File: src/rtl/abus_pkg.sv
package abus_pkg;

  // Sampled strobe set, ordered as carried through the synchronizer.
  typedef struct packed {
    logic ale;
    logic cs_n;
    logic rd_n;
    logic wr_n;
  } strobe_t;

  localparam strobe_t STROBE_IDLE = '{ale: 1'b0, cs_n: 1'b1, rd_n: 1'b1, wr_n: 1'b1};

  typedef struct packed {
    logic ale_fall;
    logic wr_rise;
    logic rd_rise;
  } edge_t;

  function automatic edge_t find_edges(input strobe_t prev, input strobe_t cur);
    edge_t e;
    e.ale_fall = prev.ale & ~cur.ale;
    e.wr_rise  = ~prev.wr_n & cur.wr_n;
    e.rd_rise  = ~prev.rd_n & cur.rd_n;
    return e;
  endfunction

endpackage

File: src/rtl/abus_sync.sv
module abus_sync #(
  parameter int W = 1,
  parameter int STAGES = 2,
  parameter logic [W-1:0] RST_VAL = '0
) (
  input  logic         clk,
  input  logic         rst_n,
  input  logic [W-1:0] d,
  output logic [W-1:0] q
);

  for (genvar s = 0; s < STAGES; s++) begin : g_stage
    logic [W-1:0] ff_q;
    logic [W-1:0] ff_d;
    if (s == 0) begin : g_first
      assign ff_d = d;
    end else begin : g_next
      assign ff_d = g_stage[s-1].ff_q;
    end
    always_ff @(posedge clk or negedge rst_n) begin
      if (!rst_n) ff_q <= RST_VAL;
      else        ff_q <= ff_d;
    end
  end

  assign q = g_stage[STAGES-1].ff_q;

endmodule

File: src/rtl/abus_cycle_ctl.sv
module abus_cycle_ctl
  import abus_pkg::*;
#(
  parameter int DW = 8,
  parameter int NUM_REGS = 6
) (
  input  logic          clk,
  input  logic          rst_n,
  input  strobe_t       strb,
  input  logic [DW-1:0] bus_d,
  output logic [DW-1:0] addr_q,
  output logic          wr_commit,
  output logic          rd_done,
  output logic          rd_live
);

  localparam logic [DW:0] ADDR_LIMIT = (DW+1)'(NUM_REGS);

  strobe_t       prev_q;
  strobe_t       prev_d;
  logic [DW-1:0] addr_d;
  logic          addr_ok;
  edge_t         edges;

  always_comb begin
    edges   = find_edges(prev_q, strb);
    prev_d  = strb;
    addr_d  = edges.ale_fall ? bus_d : addr_q;
    addr_ok = ({1'b0, addr_q} < ADDR_LIMIT);
    wr_commit = edges.wr_rise & ~strb.cs_n & addr_ok;
    rd_done   = edges.rd_rise & ~strb.cs_n;
    rd_live   = ~strb.cs_n & ~strb.rd_n;
  end

  always_ff @(posedge clk or negedge rst_n) begin
    if (!rst_n) begin
      prev_q <= STROBE_IDLE;
      addr_q <= '0;
    end else begin
      prev_q <= prev_d;
      addr_q <= addr_d;
    end
  end

endmodule

File: src/rtl/abus_regfile.sv
module abus_regfile #(
  parameter int DW = 8,
  parameter int NUM_REGS = 6
) (
  input  logic                   clk,
  input  logic                   rst_n,
  input  logic                   we,
  input  logic [DW-1:0]          waddr,
  input  logic [DW-1:0]          wdata,
  input  logic [DW-1:0]          raddr,
  output logic [DW-1:0]          rdata,
  output logic [NUM_REGS*DW-1:0] regs_flat
);

  for (genvar r = 0; r < NUM_REGS; r++) begin : g_slot
    localparam logic [DW-1:0] IDX = DW'(r);
    logic [DW-1:0] q;
    logic [DW-1:0] q_next;
    logic          hit;

    always_comb begin
      hit    = we && (waddr == IDX);
      q_next = hit ? wdata : q;
    end

    always_ff @(posedge clk or negedge rst_n) begin
      if (!rst_n) q <= '0;
      else        q <= q_next;
    end

    assign regs_flat[r*DW +: DW] = q;
  end

  // Unmatched addresses fall through to zero.
  always_comb begin
    rdata = '0;
    for (int r = 0; r < NUM_REGS; r++) begin
      if (raddr == DW'(r)) rdata = regs_flat[r*DW +: DW];
    end
  end

endmodule

File: src/rtl/abus_reg_slave.sv
module abus_reg_slave
  import abus_pkg::*;
#(
  parameter int DW = 8,
  parameter int NUM_REGS = 6,
  parameter int SYNC_STAGES = 2
) (
  input  logic                   clk,
  input  logic                   rst_n,
  input  logic                   ale,
  input  logic                   cs_n,
  input  logic                   rd_n,
  input  logic                   wr_n,
  input  logic [DW-1:0]          bus_in,
  output logic [DW-1:0]          bus_out,
  output logic                   bus_oe,
  output logic                   wr_pulse,
  output logic [DW-1:0]          wr_addr,
  output logic [DW-1:0]          wr_data,
  output logic                   rd_event,
  output logic [DW-1:0]          rd_addr,
  output logic [NUM_REGS*DW-1:0] regs_flat
);

  localparam int STRB_W = $bits(strobe_t);

  strobe_t       strb_raw;
  strobe_t       strb_s;
  logic [DW-1:0] bus_s;
  logic [DW-1:0] addr_q;
  logic          wr_commit;
  logic          rd_done;
  logic          rd_live;
  logic [DW-1:0] rf_rdata;

  assign strb_raw = '{ale: ale, cs_n: cs_n, rd_n: rd_n, wr_n: wr_n};

  abus_sync #(.W(STRB_W), .STAGES(SYNC_STAGES), .RST_VAL(STROBE_IDLE)) u_strb_sync (
    .clk(clk), .rst_n(rst_n), .d(strb_raw), .q(strb_s)
  );

  // Bus value is delayed alongside the strobes so both are seen in the same cycle.
  abus_sync #(.W(DW), .STAGES(SYNC_STAGES), .RST_VAL('0)) u_bus_sync (
    .clk(clk), .rst_n(rst_n), .d(bus_in), .q(bus_s)
  );

  abus_cycle_ctl #(.DW(DW), .NUM_REGS(NUM_REGS)) u_ctl (
    .clk(clk), .rst_n(rst_n), .strb(strb_s), .bus_d(bus_s),
    .addr_q(addr_q), .wr_commit(wr_commit), .rd_done(rd_done), .rd_live(rd_live)
  );

  abus_regfile #(.DW(DW), .NUM_REGS(NUM_REGS)) u_rf (
    .clk(clk), .rst_n(rst_n), .we(wr_commit), .waddr(addr_q), .wdata(bus_s),
    .raddr(addr_q), .rdata(rf_rdata), .regs_flat(regs_flat)
  );

  logic          oe_d;
  logic [DW-1:0] dout_d;
  logic          wp_d;
  logic [DW-1:0] wa_d;
  logic [DW-1:0] wd_d;
  logic          re_d;
  logic [DW-1:0] ra_d;

  always_comb begin
    oe_d   = rd_live;
    dout_d = rd_live ? rf_rdata : '0;
    wp_d   = wr_commit;
    wa_d   = wr_commit ? addr_q : wr_addr;
    wd_d   = wr_commit ? bus_s  : wr_data;
    re_d   = rd_done;
    ra_d   = rd_done ? addr_q : rd_addr;
  end

  always_ff @(posedge clk or negedge rst_n) begin
    if (!rst_n) begin
      bus_oe   <= 1'b0;
      bus_out  <= '0;
      wr_pulse <= 1'b0;
      wr_addr  <= '0;
      wr_data  <= '0;
      rd_event <= 1'b0;
      rd_addr  <= '0;
    end else begin
      bus_oe   <= oe_d;
      bus_out  <= dout_d;
      wr_pulse <= wp_d;
      wr_addr  <= wa_d;
      wr_data  <= wd_d;
      rd_event <= re_d;
      rd_addr  <= ra_d;
    end
  end

endmodule

File: config.mk
export PLATFORM = sky130hd
export DESIGN_NAME = abus_reg_slave
export DESIGN_NICKNAME = d
export VERILOG_FILES = /design/src/rtl/abus_pkg.sv /design/src/rtl/abus_sync.sv /design/src/rtl/abus_cycle_ctl.sv /design/src/rtl/abus_regfile.sv /design/src/rtl/abus_reg_slave.sv
export SDC_FILE = /design/constraint.sdc
export NUM_CORES = 1
export LEC_CHECK = 0
export ABC_AREA = 1
export BUFFER_PORTS_ARGS = -buffer_cell sky130_fd_sc_hd__buf_2
export CELL_PAD_IN_SITES_DETAIL_PLACEMENT = 1
export CELL_PAD_IN_SITES_GLOBAL_PLACEMENT = 1
export CORE_MARGIN = 3
export CORE_UTILIZATION = 41
export DETAILED_ROUTE_END_ITERATION = 8
export PLACE_DENSITY_LB_ADDON = 0.2
export SLEW_MARGIN = 10
export SYNTH_ARGS = -nofsm -noshare
export SYNTH_HDL_FRONTEND = slang
export SYNTH_SLANG_ARGS = --single-unit
File: constraint.sdc
create_clock -name clk -period 2 [get_ports clk]
set_clock_uncertainty 0.05 [all_clocks]
set_input_delay 0.4 -clock clk [delete_from_list [all_inputs] [get_ports clk]]
set_output_delay 0.4 -clock clk [all_outputs]
set_load 0.02 [all_outputs]
## Word-level counts from Yosys, hierarchy flattened

Cells that the tools add are included.

| operators by class | value |
|---|---|
| shift-type cells | 0 |
| div/mod/pow operators | 0 |
| reduce and logical (&&, ||, !) cells | 7 |
| bitwise logic cells | 12 |
| multipliers | 0 |
| equal/unequal tests | 5 |
| $lt $le $gt $ge | 1 |
| $add $sub $neg | 0 |
| mux-type cells | 7 |

Operators by type and width:

| kind | count |
|---|---|
| $mux W8 | 7 |
| $eq A8 B2 Y1 const B | 2 |
| $eq A8 B3 Y1 const B | 2 |
| $eq A8 B1 Y1 const B | 1 |
| $logic_not A8 Y1 | 1 |
| $lt A8 B3 Y1 const B | 1 |
| $and A1 B1 Y1 | 7 |
| $logic_and A1 B1 Y1 | 6 |
| $not A1 Y1 | 5 |

| storage, ports and cells | value |
|---|---|
| output and inout port bits | 83 |
| latch bits | 0 |
| memory bits (writable) | 0 |
| bits in registers | 118 |
| word-level logic and storage cells | 53 |
| ROM bits | 0 |
| memories | 0 |

## Longest topological paths before layout

| depth | value |
|---|---|
| depth after elaboration | 8 |
| gate-level depth with buffers | 11 |
| gate-level depth less buffers | 9 |

## Cells and area by module

Synthesis repeated with hierarchy kept, for this count alone.

| unflattened totals | value |
|---|---|
| cell total of the unflattened synthesis | 480 |
| area total of the unflattened synthesis | 4649.5 µm² |

Modules (own cells, without submodules):

| module | cells each | area each (µm²) | seq. area each (µm²) | times used |
|---|---|---|---|---|
| abus_regfile | 278 | 2309.7 | 1201.2 | 1 |
| abus_reg_slave | 130 | 1283.7 | 875.8 | 1 |
| abus_cycle_ctl | 48 | 447.9 | 277.8 | 1 |
| abus_sync at u_bus_sync | 16 | 400.4 | 400.4 | 1 |
| abus_sync at u_strb_sync | 8 | 207.7 | 207.7 | 1 |

## Worst setup path before layout

Ideal clock, no wire load.

| path | value |
|---|---|
| kind | register to register |
| from | reg u_ctl.addr_q[4] |
| to | reg u_rf.g_slot[3].q[5] |
| arrival time | 1.467 ns |
| setup slack | 0.353 ns |
| buffers on the path | 2 |
| clock period less this slack | 1.647 ns |
| cell stages (with the launch flop) | 9 |
| setup time | 0.131 ns |
| path through | dfrtp_1 nor2_1 nand2_4 nor2_1 buf_4 nand4_2 clkbuf_1 nand2_1 o21ai_0 |

| between the ends | value |
|---|---|
| cells in the longest elaborated chain, start to end | 3 |
| elaborated cells between the ends (all ways) | 4 |
| those cells by class | order compare (1); eq/ne (1); bitwise (1); reduce/logical (1) |

Ends and longest elaborated chain:

| item | RTL line | source |
|---|---|---|
| start: declaration | abus_cycle_ctl.sv:11 | `output logic [DW-1:0] addr_q,` |
| start signal: assignment | abus_cycle_ctl.sv:41 | `addr_q <= addr_d;` |
| $lt A8 B3 Y1 | abus_cycle_ctl.sv:29 | `addr_ok = ({1'b0, addr_q} < ADDR_LIMIT);` |
| $and A1 B1 Y1 | abus_cycle_ctl.sv:30 | `wr_commit = edges.wr_rise & ~strb.cs_n & addr_ok;` |
| $logic_and A1 B1 Y1 * | abus_regfile.sv:22 | `hit = we && (waddr == IDX);` |
| end signal: assignment | abus_regfile.sv:28 | `else q <= q_next;` |
| end: declaration | abus_regfile.sv:17 | `logic [DW-1:0] q;` |

Every way passes the cells marked *; elsewhere a longest branch is shown, timed or not.
A chain may end at the register's enable or synchronous reset.

## Worst setup path in the final report

| path | value |
|---|---|
| from | reg u_ctl.addr_q[2] |
| to | reg u_rf.g_slot[3].q[1] |

Same word-level chain as after synthesis.

==> run_results.csv <==
group,metric,value,unit
outcome,status,"completed",
sta,finalCritPeriodShare,94.2,%
worst_setup_path,cp-end-kind,"register",
worst_setup_path,reg2reg_slack,120,ps
route,routed_wl,14.0,mm
cells_and_area,multi_input_area,1320,sq um
yosys,synth-edff-count,0,
yosys,synthMostInstantiatedCell,"nand2_1",
cells_and_area,drive_above_1_share,28.6,%
cells_and_area,regArea,2960,sq um
power_and_ir_drop,p_int,4.72,mW
clock_network,clockBufferDepth,2,
hold_path,hold_end,"u_strb_sync.q[3]",
clock_network,root_buffer,"clkbuf_8",
yosys,ys_warn_count,0,
route,drt-pass1-iter-count,4,
sta,slew_headroom,62.1,%
yosys,synth_top_cell_by_area,"dfrtp_1",
yosys,synthFlopType,"dfrtp_1",
power_and_ir_drop,ir_drop,0.699,mV
yosys,mappedNetlistNets,475,
cells_and_area,utilization,56.6,%
cells_and_area,areaGrowthSynthToFinish,31.6,%
route,via_per_inst,5.08,
place,place_congestion,0.819,
job,maxCapViolations,0,
cells_and_area,n_antenna_cell,0,
cells_and_area,design_area,5970,sq um
yosys,syn_area,4540,sq um
sta,hold_viol_final,0,
grt,grt_pass1_wl,23.0,mm
clock_network,cts_sinks,118,
yosys,ys_seq_area_share,65.3,%
cells_and_area,nets,603,
clock_network,cts_tree,"yes",
sta,rsz0062_at_grt,"yes",
worst_setup_path,r2r_cells,7,
grt,grt_usage,24.4,%
hold_path,holdCritStartpoint,"u_strb_sync.g_stage[0].ff_q[3]",
sta,setup_tns,0,ps
power_and_ir_drop,power.share.combinational,11.5,%
power_and_ir_drop,p_leak,3.25,nW
route,drt_first_iter_violations,188,
floorplan,core_area,10600,sq um
grt,grt_max_degree,57,
worst_setup_path,crit_arrival,2210,ps
sta,finalMaxSlewViolations,0,
clock_network,cts_max_level,4,
power_and_ir_drop,power.total,6.52,mW
yosys,synthDistinctLibCells,25,
grt,antenna_found_initial,0,
floorplan,dieHeight,111,um
yosys,netlist_top_cells_area,"dfrtp_1 (61%), nand2_1 (10%), o21ai_0 (7.3%)",
yosys,synth.top_cell.area_share,60.7,%
yosys,synth_area_per_cell,9.84,sq um
hold_path,min_path_cells,0,
route,dr_total_vias,3749,
route,ant_nets,0,
clock_network,cts_inserted_buffers,17,
worst_setup_path,cp-start-kind,"register",
floorplan,io_pins,97,
yosys,synthTopCellsByCount,"nand2_1 (123), dfrtp_1 (110), o21ai_0 (66)",
worst_setup_path,cp.required,2320,ps
worst_setup_path,crit_start,"u_ctl.addr_q[2]",
yosys,synthCells,461,
route,avgRoutedWirePerCell,19.0,um
floorplan,die_w,111,um
sta,tightest_slew,567,ps
place,dpl-instance-area,5230,sq um
place,portBuffers,96,
route,drc,0,
worst_setup_path,crit_fanout,16,
power_and_ir_drop,swShare,27.7,%
grt,grt_overflow,0,
place,detailed_place_hpwl,9.22,mm
floorplan,row_count,37,
power_and_ir_drop,pwr_density_cell,1090,nW/um^2
hold_path,min_path_type,"register to register",
floorplan,initial_core_util,43.0,%
sta,finalSetupViolCount,0,
power_and_ir_drop,seq_power_share,41.6,%
cells_and_area,final.fill_count,1212,
sta,fin_crit,1880,ps
yosys,synthArstFlopShare,100,%
clock_network,insertion_delay,520,ps
power_and_ir_drop,pwr-share-clk,46.9,%
worst_setup_path,r2r_start,"u_ctl.addr_q[2]",
sta,fmax,0.531,GHz
grt,grt_pass1_vias,4204,
clock_network,cts.clk_slew.worst_paths,60,ps
floorplan,dieArea,12400,sq um
worst_setup_path,r2r-end,"u_rf.g_slot[3].q[1]",
yosys,yosys_register_bits,118,
worst_setup_path,crit_type,"register to register",
power_and_ir_drop,power.switching,1.81,mW
[cell families (layout without fill, tap and decap cells)]
kind of cell | after synthesis | in the layout | synth area share, %
flops | 118 | 118 | 65.3
buf+inv | 62 | 203 | 5.68
compound gates | 90 | 90 | 10.7
simple gates | 191 | 191 | 18.3
[worst max-delay path by stage]
stage	end	depth (start not counted)
finish	u_rf.g_slot[3].q[1]	7
global placement	bus_out[4]	8
floorplan	u_rf.g_slot[3].q[5]	8
detailed placement	bus_out[4]	8
CTS	bus_out[7]	8
global route	u_rf.g_slot[2].q[4]	6
[critical path, stage by stage (launching register included)]
cell and delay [ps]:
dfrtp_1 440, nor2_1 250, inv_1 80, nor2_1 170
buf_4 160, nand4_2 310, nand2_1 170, o21ai_0 110
[layout make-up]
class / count / area share, %
clock buffers: 17 / 6.94
clock inverters: 15 / 3.02
inverters: 49 / 3.08
multi-input cells: 281 / 22.2
flip-flops and latches: 118 / 49.6
well taps: 136 / 2.85
repair buffers: 122 / 12.3
[what timing repair did]
item,CTS,global route
buffers inserted,0,1
endpoints found under the hold margin,41,0
resized for setup,3,4
endpoints found under the setup margin,3,21
hold buffers,13,0
[power by group through the flow]
stage | Sequential, mW | Combinational [mW] | Clock [mW]
floorplan | 2.89 | 0.239 | 0
global placement | 2.75 | 0.694 | 0
detailed placement | 2.75 | 0.720 | 0
CTS | 2.71 | 0.759 | 3.10
global route | 2.74 | 0.831 | 3.23
finish | 2.71 | 0.748 | 3.06
[through the flow]
step / hold WS (ps) / instances / setup WS (ps)
after floorplan: 54.4 / 461 / 353
after global placement: 281 / 692 / 0.766
after detailed placement: 286 / 692 / -19.0
after CTS: 295 / 737 / 35.8
after global routing: 302 / 738 / -54.6
final: 297 / 738 / 117
[state kept, by name, indices dropped and copies added, names as in the netlist]
signal and flops:
bus_oe 1, u_strb_sync.g_stage.ff_q 4, wr_addr 8, u_rf.g_slot.q 48, bus_out 8, wr_pulse 1, u_ctl.prev_q 3, rd_event 1
u_bus_sync.g_stage.ff_q 8, u_ctl.addr_q 8, wr_data 8, u_bus_sync.q 8, u_strb_sync.q 4, rd_addr 8
[metal layers]
layer | global-route usage (%) | vias to the layer above | wire length [um] | part of all wire [%]
met5 | 0 | - | 0 | 0
met4 | 8.19 | 0 | 248 | 1.8
met3 | 6.44 | 25 | 839 | 6.0
met2 | 42.3 | 123 | 7270 | 52
met1 | 29.5 | 1873 | 5670 | 40
li1 | - | 1728 | - | -
[layout by cell type (no fill, tap or decap)]
| cell | n |
|---|---|
| o21ai_2 | 8 |
| nor2_1 | 30 |
| nor3b_4 | 1 |
| dfstp_2 | 8 |
| inv_1 | 46 |
| nand2_4 | 2 |
| dlygate4sd3_1 | 13 |
| nor2_2 | 2 |
| clkinvlp_4 | 3 |
| buf_4 | 12 |
| nand2_2 | 2 |
| clkinv_4 | 4 |
| buf_12 | 2 |
| buf_2 | 95 |
| o21ai_1 | 10 |
| clkbuf_8 | 1 |
| o211ai_1 | 2 |
| a21oi_1 | 9 |
| nor3_1 | 1 |
| inv_6 | 2 |
| nand3_2 | 1 |
| clkinv_2 | 3 |
| dfrtp_1 | 110 |
| nand2_1 | 122 |
| clkbuf_16 | 16 |
| bufinv_16 | 3 |
| nor2_8 | 1 |
| o21ai_0 | 61 |
| nand4_2 | 2 |
| nor2_4 | 1 |
| nand3_1 | 26 |
| inv_2 | 3 |
No activity file was read; power rests on OpenSTA's default activity.
